==> src/rtl/mpw_pkg.sv <==
package mpw_pkg;
  localparam int unsigned BYTE_W = 8;
  typedef logic [BYTE_W-1:0] byte_t;
endpackage

==> src/rtl/mpw_sync_finder.sv <==
module mpw_sync_finder
  import mpw_pkg::*;
#(
  parameter int unsigned SYNC_LEN = 6,
  parameter byte_t       SYNC_VAL = 8'hFF
) (
  input  logic  clk_i,
  input  logic  rst_ni,
  input  logic  beat_i,
  input  logic  restart_i,
  input  byte_t byte_i,
  output logic  armed_o
);
  localparam int unsigned CW = $clog2(SYNC_LEN + 1);

  logic [CW-1:0] cnt_q, cnt_base, cnt_n;
  logic          armed_q, armed_n;

  always_comb begin
    cnt_base = restart_i ? '0 : cnt_q;
    cnt_n    = cnt_base;
    armed_n  = restart_i ? 1'b0 : armed_q;
    if (beat_i) begin
      if (byte_i == SYNC_VAL) begin
        if (cnt_base != CW'(SYNC_LEN)) cnt_n = cnt_base + 1'b1;
      end else begin
        cnt_n = '0;
      end
      if (cnt_n == CW'(SYNC_LEN)) armed_n = 1'b1;
    end
  end

  always_ff @(posedge clk_i or negedge rst_ni) begin
    if (!rst_ni) begin
      cnt_q   <= '0;
      armed_q <= 1'b0;
    end else begin
      cnt_q   <= cnt_n;
      armed_q <= armed_n;
    end
  end

  assign armed_o = armed_q;
endmodule

==> src/rtl/mpw_id_matcher.sv <==
module mpw_id_matcher
  import mpw_pkg::*;
#(
  parameter int unsigned ID_BYTES = 6,
  parameter int unsigned REPS     = 16
) (
  input  logic                       clk_i,
  input  logic                       rst_ni,
  input  logic                       beat_i,
  input  logic                       restart_i,
  input  logic                       armed_i,
  input  byte_t                      byte_i,
  input  logic [BYTE_W*ID_BYTES-1:0] id_i,
  output logic                       hit_o
);
  localparam int unsigned IW = $clog2(ID_BYTES);
  localparam int unsigned RW = $clog2(REPS);

  byte_t         id_b [ID_BYTES];
  logic [IW-1:0] idx_q, idx_base, idx_n;
  logic [RW-1:0] rep_q, rep_base, rep_n;
  logic          armed_eff, last_byte, last_rep;
  byte_t         exp_b;

  for (genvar k = 0; k < ID_BYTES; k++) begin : g_split
    assign id_b[k] = id_i[BYTE_W*k +: BYTE_W];
  end

  // the sync must finish on an earlier byte of the same frame
  assign armed_eff = armed_i & ~restart_i;
  assign idx_base  = restart_i ? '0 : idx_q;
  assign rep_base  = restart_i ? '0 : rep_q;
  assign exp_b     = id_b[idx_base];
  assign last_byte = (idx_base == IW'(ID_BYTES - 1));
  assign last_rep  = (rep_base == RW'(REPS - 1));

  always_comb begin
    idx_n = idx_base;
    rep_n = rep_base;
    hit_o = 1'b0;
    if (beat_i && armed_eff) begin
      if (byte_i == exp_b) begin
        if (last_byte) begin
          idx_n = '0;
          if (last_rep) begin
            hit_o = 1'b1;
            rep_n = '0;
          end else begin
            rep_n = rep_base + 1'b1;
          end
        end else begin
          idx_n = idx_base + 1'b1;
        end
      end else begin
        rep_n = '0;
        idx_n = (byte_i == id_b[0]) ? IW'(1) : '0;
      end
    end
  end

  always_ff @(posedge clk_i or negedge rst_ni) begin
    if (!rst_ni) begin
      idx_q <= '0;
      rep_q <= '0;
    end else begin
      idx_q <= idx_n;
      rep_q <= rep_n;
    end
  end
endmodule

==> src/rtl/mpw_event_gate.sv <==
module mpw_event_gate (
  input  logic clk_i,
  input  logic rst_ni,
  input  logic beat_i,
  input  logic restart_i,
  input  logic last_i,
  input  logic ok_i,
  input  logic magic_en_i,
  input  logic pme_en_i,
  input  logic hit_i,
  output logic found_o,
  output logic wake_o
);
  logic found_q, found_n, wake_q, wake_n;

  always_comb begin
    found_n = (restart_i ? 1'b0 : found_q) | (beat_i & hit_i);
    wake_n  = beat_i & last_i & ok_i & magic_en_i & pme_en_i & found_n;
  end

  always_ff @(posedge clk_i or negedge rst_ni) begin
    if (!rst_ni) begin
      found_q <= 1'b0;
      wake_q  <= 1'b0;
    end else begin
      found_q <= found_n;
      wake_q  <= wake_n;
    end
  end

  assign found_o = found_q;
  assign wake_o  = wake_q;
endmodule

==> src/rtl/mpkt_wake_det.sv <==
module mpkt_wake_det
  import mpw_pkg::*;
#(
  parameter int unsigned SYNC_LEN = 6,
  parameter int unsigned ID_BYTES = 6,
  parameter int unsigned REPS     = 16,
  localparam int unsigned ID_W    = BYTE_W * ID_BYTES
) (
  input  logic            clk_i,
  input  logic            rst_ni,
  input  logic            byte_vld_i,
  input  logic            sof_i,
  input  logic            eof_i,
  input  logic [7:0]      byte_i,
  input  logic            frame_ok_i,
  input  logic [ID_W-1:0] station_id_i,
  input  logic            magic_en_i,
  input  logic            pme_en_i,
  output logic            wake_o
);
  logic restart_w, armed_w, hit_w, found_w;

  assign restart_w = byte_vld_i & sof_i;

  mpw_sync_finder #(
    .SYNC_LEN (SYNC_LEN),
    .SYNC_VAL (8'hFF)
  ) u_sync (
    .clk_i     (clk_i),
    .rst_ni    (rst_ni),
    .beat_i    (byte_vld_i),
    .restart_i (restart_w),
    .byte_i    (byte_i),
    .armed_o   (armed_w)
  );

  mpw_id_matcher #(
    .ID_BYTES (ID_BYTES),
    .REPS     (REPS)
  ) u_match (
    .clk_i     (clk_i),
    .rst_ni    (rst_ni),
    .beat_i    (byte_vld_i),
    .restart_i (restart_w),
    .armed_i   (armed_w),
    .byte_i    (byte_i),
    .id_i      (station_id_i),
    .hit_o     (hit_w)
  );

  mpw_event_gate u_gate (
    .clk_i      (clk_i),
    .rst_ni     (rst_ni),
    .beat_i     (byte_vld_i),
    .restart_i  (restart_w),
    .last_i     (eof_i),
    .ok_i       (frame_ok_i),
    .magic_en_i (magic_en_i),
    .pme_en_i   (pme_en_i),
    .hit_i      (hit_w),
    .found_o    (found_w),
    .wake_o     (wake_o)
  );
endmodule

==> config.mk <==
export PLATFORM = sky130hd
export DESIGN_NAME = mpkt_wake_det
export DESIGN_NICKNAME = d
export VERILOG_FILES = /design/src/rtl/mpw_pkg.sv /design/src/rtl/mpw_sync_finder.sv /design/src/rtl/mpw_id_matcher.sv /design/src/rtl/mpw_event_gate.sv /design/src/rtl/mpkt_wake_det.sv
export SDC_FILE = /design/constraint.sdc
export NUM_CORES = 1
export LEC_CHECK = 0
export BUFFER_PORTS_ARGS = -buffer_cell sky130_fd_sc_hd__buf_2
export CAP_MARGIN = 20
export CORE_MARGIN = 4
export CORE_UTILIZATION = 50
export DETAILED_ROUTE_END_ITERATION = 8
export PLACE_DENSITY_LB_ADDON = 0.1
export SLEW_MARGIN = 20
export SYNTH_ARGS = -nofsm -noshare
export SYNTH_HDL_FRONTEND = slang
export SYNTH_SLANG_ARGS = --single-unit
==> constraint.sdc <==
create_clock -name clk_i -period 3.3 [get_ports clk_i]
set_input_delay 0.495 -clock clk_i [delete_from_list [all_inputs] [get_ports clk_i]]
set_output_delay 0.495 -clock clk_i [all_outputs]
set_load 0.01 [all_outputs]
==> impl_metrics.ini, run 1 <==
[placed_design]
port_buffers = 64
dp_cells = 296
place_ws_ps = 635
dp_hpwl_um = 3410
gp_congestion = 0.850

[power]
p_leak_uw = 0.000890
intPower_uw = 264
powerDensity_mw_per_mm2 = 182
switchingPower_uw = 108
combPwrFrac_pct = 29.8
p_sw_share_pct = 29.1
peakVddDrop_v = 0.0000923
power_frac_clock_pct = 26.7
seqPwrFrac_pct = 43.5

[yosys]
synth_top_family_by_area = compound AO/OA/AOI/OAI gates
synth_compound_area_share_pct = 28.3
synth-adder-area-share_pct = 2.20
netlist_area_mm2 = 0.00171
synth.distinct_cells = 50
synth-edff-count = 0
synth_xor_area_share_pct = 5.13
ys_seq_elements = 13
synth_warnings = 0
synthFlopType = dfrtp_1
seq_area_frac_synth_pct = 19.1
synth-async-reset-ratio_pct = 100
synth_nets = 263
synthMuxAreaShare_pct = 13.5
netlist_instances = 196
synth-simple-area-share_pct = 24.4
avgSynthCellArea_um2 = 8.71

[drt]
drtPass1Iterations = 4
drc = 0
vias = 1686
wl_per_cell_um = 13.9
drt_wl_total_um = 4180
vias_per_cell = 5.62
ant_nets = 0
drt-initial-drc-count = 49

[critical_path]
required_ps = 3500
crit_type = flop to flop
end_kind = flop
startpoint_type = flop
crit_fanout = 10
cp_data_arrival_time_ps = 2900

[cts]
cts_made_buffers = 3
clock_latency_ps = 280
cts_buffer_depth = 2
postCtsHoldBufs = 0
cts_sinks = 13
cts.clk_slew.worst_paths_ps = 80
cts_setup_buffers = 0
cts.htree.levels = 1
tritoncts = built
cts_root_buffer = clkbuf_4
cts_resized = 0

[run_status]
status = finished clean

[sta]
whs_ps = 92.5
hold_viol = 0
fmax_ghz = 0.370
period_share_pct = 82.0
min_period_ps = 2700
fin_setup_tns_ps = 0
skew_ps = 8.40
grt_setup_unrepaired = false
fin_ws_ps = 596
slew_headroom_pct = 66.0
worst_pin_slew_ps = 510
slew_violations = 0
setup_violations = 0

[grt]
overflow = 0
grt_pass1_wl_um = 7160
grt_max_degree = 18
grt_pass1_vias = 1599
antenna_found_initial = 0
grt_usage_pct = 20.6

[die]
die_w_um = 66.4
io-pin-count = 65
num_rows = 20
coreArea_mm2 = 0.00315
die_h_um = 66.4
start_util_pct = 54.1
die_area_mm2 = 0.00441

[cells_and_area]
fin_cells = 300
drive_gt1_share_pct = 39.1
nFillCells = 314
nNetsFinal = 324
num_antenna_cells = 0
areaGrowthSynthToFinish_pct = 20.1

[run]
maxCapViolCount = 0

[worst_hold_path]
hp-class = input port to async pin
## per-layer routing
metal	wire length, um	global-route usage (%)	vias up
met5	0	0	-
met3	260	2.72	6
met1	1970	29.7	764
met4	48	4.31	0
met2	1900	32.3	48
li1	-	-	868
## area by class of cell
type                       count  area [um^2]  share of cell area [%]
clock buffer                   4         26.3                    1.28
timing repair buffer          67          343                    16.7
tap                           44         55.1                    2.69
multi-input combinational    160         1250                    61.2
sequential                    13          325                    15.9
inverter                      12         45.0                    2.20
## per-stage QoR
| step | area [um^2] | utilization, % | total power, uW |
|---|---|---|---|
| 2_1_floorplan | 1710 | - | 222 |
| 6_report | 2050 | 65.0 | 372 |
| 3_3_place_gp | 2020 | 64.2 | 274 |
| 4_1_cts | 2050 | 65.0 | 376 |
| 3_5_place_dp | 2020 | 64.2 | 276 |
| 5_1_grt | 2050 | 65.0 | 396 |
## power by group through the flow
stage | logic (uW) | clock network (uW) | registers [uW]
6_report | 111 | 99.5 | 162
5_1_grt | 124 | 109 | 162
4_1_cts | 112 | 103 | 162
3_5_place_dp | 111 | 0 | 165
3_3_place_gp | 109 | 0 | 165
2_1_floorplan | 58.2 | 0 | 163
## cells in the mapped netlist (all sizes together) (2+ instances only)
master,instances,share of area [%]
xnor2,10,5.1
o31ai,2,0.88
nand2,12,2.6
ha,3,2.2
a21oi,6,1.8
o221ai,2,1.8
inv,12,2.6
o32ai,8,5.0
dfrtp,13,19
a221oi,7,5.1
nor2,17,3.9
nand2b,9,3.7
mux2,7,5.3
o22ai,3,1.5
nor2b,4,1.5
o21ai,12,3.5
nor3,5,1.8
nand3,6,1.8
o221a,6,4.0
buf,10,4.5
o211ai,2,0.88
and2,4,1.6
nor4,3,2.0
and3,2,0.73
or2,2,0.73
nand4,5,1.8
mux2i,14,8.2
## kinds of logic (layout without fill, tap and decap cells)
logic type | count (synthesis) | after routing
buffers and inverters | 23 | 83
multiplexers | 21 | 21
XOR/XNOR | 10 | 10
AO/OA/AOI/OAI | 53 | 53
AND/OR/NAND/NOR | 73 | 73
flip-flops | 13 | 13
adder cells (fa/ha/maj) | 3 | 3
## final timing paths
path                                  startpoint                to  slack [ps]  cells past startpoint
worst min-delay path                      rst_ni  u_match.idx_q[2]          90                      1
worst min register to register    u_gate.found_o    u_gate.found_o         500                      1
worst max-delay path            u_match.idx_q[1]  u_match.rep_q[3]         600                      7
min in group clk_i                      pme_en_i     u_gate.wake_o         450                      2
max in group asynchronous                 rst_ni   u_sync.cnt_q[1]        2970                      1
worst max register to register  u_match.idx_q[1]  u_match.rep_q[3]         600                      7
## sequential cells by signal (all words and copies together) (netlist names)
| register | count |
|---|---|
| u_sync.cnt_q | 3 |
| u_gate.found_o | 1 |
| u_sync.armed_o | 1 |
| u_gate.wake_o | 1 |
| u_match.rep_q | 4 |
| u_match.idx_q | 3 |
## layout by cell type, fill, tap and decap left out, drive strengths merged, types with 2 or more instances in the layout
cell,n
o21ai,12
nand4,5
o31ai,2
ha,3
or2,2
and2,4
nand2b,9
a221oi,7
inv,12
nor2,17
o221a,6
nand3,6
a21oi,6
mux2i,14
and3,2
nor4,3
o221ai,2
o211ai,2
buf,67
dfrtp,13
nand2,12
clkbuf,4
nor2b,4
xnor2,10
o32ai,8
nor3,5
o22ai,3
mux2,7
## critical path, cell delays in order, from the launching register on
cell and delay, ps:
dfrtp_1 560, mux2_2 380, a221oi_1 480, o221a_2 290, o22ai_1 100, nor4_4 470
nor2_1 170, nor3_2 170
No activity file was read; power rests on OpenSTA's default activity.
==> run 2: changes to the inputs <==
Settings changed: CORE_UTILIZATION 50 to 45.
Clock period 3.3 ns to 2.4 ns, I/O delays scaled along.
==> impl_metrics.ini, run 2 (synthesis results as in run 1) <==
[sta]
min_period_ps = 2420
fmax_ghz = 0.414
setup_violations = 1
period_share_pct = 101
whs_ps = -3.01
worst_pin_slew_ps = 358
hold_viol = 8
fin_ws_ps = -15.1
slew_violations = 0
skew_ps = 7.64
slew_headroom_pct = 76.1
grt_setup_unrepaired = true

[worst_hold_path]
hp-class = input port to async pin

[cells_and_area]
final_cell_mix = buf_2, buf_4, nor2_1
fin_area_mm2 = 0.00240
largest_register = u_match.rep_q
utilization_pct = 65.5
drive_gt1_share_pct = 49.3
areaGrowthSynthToFinish_pct = 40.5
fin_cells = 330
largest_reg_flops = 4
reg.largest.list = u_match.rep_q (4), u_match.idx_q (3), u_sync.cnt_q (3)
final_common_cell = buf_2
num_antenna_cells = 0
nNetsFinal = 350

[grt]
grt_pass1_wl_um = 7380
grt_usage_pct = 18.2
overflow = 0
grt_max_degree = 17
antenna_found_initial = 0
grt_pass1_vias = 1675

[drt]
drc = 0
drt_wl_total_um = 4890
drtPass1Iterations = 4
vias_per_cell = 5.46
wl_per_cell_um = 14.8
ant_nets = 0
drt-initial-drc-count = 67
vias = 1803

[critical_path]
required_ps = 2580
crit_type = flop to flop
cp_num_buf_inv = 2
crit_fanout = 7
r2r_slack_ps = -20
rr_worst_depth = 9
r2r_end = u_match.idx_q[0]
crit_chain = buf_6 -> mux2_2 -> a221oi_4 -> o32ai_2 -> o22ai_2 -> nor4_4 -> buf_4 -> or4_1 -> nand3_1
end_kind = flop
startpoint_type = flop
cp_slowest_stage_delay_ps = 490
cp_slowest_cell = or4_1
worstSetupStartpoint = u_match.idx_q[1]
cp_top_family = simple AND/OR/NAND/NOR gates
cp_data_arrival_time_ps = 2600
rr_startpoint = u_match.idx_q[1]

[cts]
cts_sinks = 13
cts_made_buffers = 3
cts.clk_slew.worst_paths_ps = 60
cts_root_buffer = clkbuf_8
cts_buffer_depth = 2
cts.htree.levels = 1
tritoncts = built
clock_latency_ps = 250

[placed_design]
dp_hpwl_um = 3590
gp_congestion = 0.814
port_buffers = 64
placed_area_mm2 = 0.00216
dp_cells = 316

[run_status]
failed_checks = hold timing, setup timing
status = finished, violations left

[power]
powerDensity_mw_per_mm2 = 250
p_leak_uw = 0.00105
peakVddDrop_v = 0.000179

[die]
die_w_um = 69.6
num_rows = 22
die_area_mm2 = 0.00484
start_util_pct = 46.6
coreArea_mm2 = 0.00366
io-pin-count = 65
die_h_um = 69.6

[run]
maxCapViolCount = 0
==> run 2: how the worst max path moves through the flow <==
stage	slack [ps]	to	cells past startpoint
2_1_floorplan	210	u_match.idx_q[0]	7
3_3_place_gp	-30	u_match.rep_q[3]	8
3_5_place_dp	-40	u_match.rep_q[3]	8
4_1_cts	-30	u_match.rep_q[3]	8
5_1_grt	-110	u_match.idx_q[0]	9
6_report	-20	u_match.idx_q[0]	9
==> run 2: repair_timing <==
item,CTS,global route
cloned,0,3
setup buffers,0,7
pin swaps,1,8
hold buffers,0,0
setup endpoints to repair,6,9
endpoints found under the hold margin,0,0
gates resized for setup,2,18
==> run 2: worst reg2reg max path, cell delays in order, from the launching register on <==
cell	delay, ps
dfrtp_2	410
buf_6	140
mux2_2	360
a221oi_4	320
o32ai_2	140
o22ai_2	170
nor4_4	70
buf_4	170
or4_1	490
nand3_1	90
==> run 2: layout make-up <==
| class | count | area (um^2) |
|---|---|---|
| multi-input cells | 162 | 1370 |
| fillers | 315 | 1260 |
| repair buffers | 91 | 548 |
| flip-flops and latches | 13 | 328 |
| well taps | 48 | 60.1 |
| inverters | 12 | 45.0 |
| clock buffers | 3 | 41.3 |
| clock inverters | 1 | 5.00 |
==> run 2: metrics by stage <==
| step | TNS [ps] | total power, uW | setup slack, ps |
|---|---|---|---|
| final | -15.1 | 599 | -15.1 |
| after global routing | -447 | 627 | -112 |
| after CTS | -35.6 | 594 | -26.8 |
| after detailed placement | -41.1 | 391 | -35.8 |
| after global placement | -48.2 | 390 | -27.5 |
| after floorplan | 0 | 305 | 212 |
==> run 2: power breakdown <==
part | total [uW] | switching (uW) | internal [uW]
sequential | 223 | 2.52 | 220
combinational | 174 | 85.1 | 89.2
clock | 202 | 87.2 | 115
==> run 2: layer usage <==
layer  track usage, %  share of wire (%)  vias to the layer above
li1                 -                  -                      915
met1             25.4                 45                      822
met2             29.0                 48                       64
met3             4.49                7.0                        2
met4             2.39               0.20                        0
met5                0                  0                        -
==> run 3: changes to the inputs <==
Settings changed: CORE_MARGIN 4 to not set.
==> impl_metrics.ini, run 3 (synthesis results as in run 1) <==
[placed_design]
dp_cells = 314
dp_hpwl_um = 3460
gp_congestion = 0.804
port_buffers = 64

[power]
intPower_uw = 424
peakVddDrop_v = 0.000262
combPwrFrac_pct = 28.4
switchingPower_uw = 167
p_leak_uw = 0.00101
finalPower_uw = 591
powerDensity_mw_per_mm2 = 253
power_frac_clock_pct = 33.8
p_sw_share_pct = 28.3
seqPwrFrac_pct = 37.8

[grt]
grt_pass1_wl_um = 7250
overflow = 0
grt_pass1_vias = 1619
grt_max_degree = 17
antenna_found_initial = 0
grt_usage_pct = 22.6

[cells_and_area]
nFillCells = 328
reg.largest.list = u_match.rep_q (4), u_match.idx_q (3), u_sync.cnt_q (3)
final_cell_mix = buf_2, nor2_1, buf_4
multi_input_area_mm2 = 0.00138
fin_cells = 322
largest_reg_flops = 4
areaGrowthSynthToFinish_pct = 36.5
drive_gt1_share_pct = 46.7
regArea_um2 = 328
nNetsFinal = 342
utilization_pct = 63.6
final_common_cell = buf_2
largest_register = u_match.rep_q
num_antenna_cells = 0

[sta]
skew_ps = 1.66
whs_ps = -2.33
period_share_pct = 97.0
hold_viol = 13
slew_violations = 0
min_period_ps = 2330
setup_violations = 0
fmax_ghz = 0.430
slew_headroom_pct = 75.5
worst_pin_slew_ps = 366

[die]
start_util_pct = 46.6
coreArea_mm2 = 0.00366
die_h_um = 63.6
io-pin-count = 65
die_w_um = 63.6
num_rows = 22
die_area_mm2 = 0.00404

[cts]
cts.clk_slew.worst_paths_ps = 60
cts_sinks = 13
cts_buffer_depth = 2
cts_made_buffers = 3
tritoncts = built
cts_root_buffer = clkbuf_8
cts.htree.levels = 1
clock_latency_ps = 240

[critical_path]
crit_fanout = 7
crit_type = flop to flop
cp_slowest_cell = dfrtp_2
crit_path_frequent_cell = buf_6
startpoint_type = flop
required_ps = 2570
cp_data_arrival_time_ps = 2490
crit_chain = buf_6 -> mux2_2 -> a221oi_4 -> o221a_2 -> o22ai_2 -> nor4_4 -> buf_6 -> nor2_1 -> nor3_2
end_kind = flop
cp_slowest_stage_delay_ps = 410

[drt]
drc = 0
drt-initial-drc-count = 74
vias_per_cell = 5.55
ant_nets = 0
vias = 1787
drtPass1Iterations = 4
drt_wl_total_um = 4390
wl_per_cell_um = 13.6

[run]
maxCapViolCount = 0

[run_status]
failed_checks = hold timing
status = finished, violations left

[worst_hold_path]
hp-class = input port to async pin
-- run 3: timing repair --
action                     CTS  global route
gates cloned                 1             1
setup endpoints to repair    7             8
gates resized for setup      2            18
hold buffers                 0             0
buffers inserted             0             2
pin swaps                    0             7
-- run 3: final timing paths --
check / depth (start not counted) / end / slack, ps / from
max: 9 / u_match.rep_q[3] / 70 / u_match.idx_q[1]
max in group asynchronous: 1 / u_match.idx_q[1] / 2150 / rst_ni
min reg2reg: 1 / u_gate.found_o / 490 / u_gate.found_o
min: 1 / u_gate.found_o / -2 / rst_ni
min in group clk_i: 2 / u_gate.wake_o / 340 / pme_en_i
max reg2reg: 9 / u_match.rep_q[3] / 70 / u_match.idx_q[1]
-- run 3: worst max-delay path: cells and delay by family (launching register included) --
kind            cells  cell delay [ps]
compound gates      3              640
simple gates        3              530
flops               1              410
mux                 1              350
buf+inv             2              300
-- run 3: layout make-up --
cell class | count | area share, %
Inverter | 12 | 1.93
Clock buffer | 4 | 1.93
Sequential cell | 13 | 14.1
Timing Repair Buffer | 83 | 20.4
Multi-Input combinational cell | 162 | 59.1
Tap cell | 48 | 2.58
-- run 3: per-layer routing --
layer / GRT usage [%] / share of wire [%] / vias to the layer above / routed length [um]
li1: - / - / 906 / -
met3: 4.17 / 5.8 / 2 / 255
met5: 0 / 0 / - / 0
met2: 36.8 / 47 / 59 / 2070
met1: 31.2 / 47 / 820 / 2050
met4: 3.69 / 0.25 / 0 / 11
-- run 3: per-stage QoR --
stage	TNS (ps)	instance area, um^2	setup slack (ps)	hold WS [ps]
detailed placement	-55.4	2130	-29.3	269
global placement	-8.53	2130	-8.53	266
CTS	0	2200	3.85	5.22
global route	-28.6	2330	-18.5	17.6
finish	0	2330	72.1	-2.33
floorplan	0	1710	212	64.4
-- run 3: power groups by stage --
| stage | combinational (uW) | clock [uW] | sequential, uW |
|---|---|---|---|
| after global routing | 186 | 213 | 223 |
| after global placement | 159 | 0 | 227 |
| final | 168 | 200 | 223 |
| after floorplan | 80.0 | 0 | 225 |
| after detailed placement | 159 | 0 | 227 |
| after CTS | 161 | 205 | 223 |
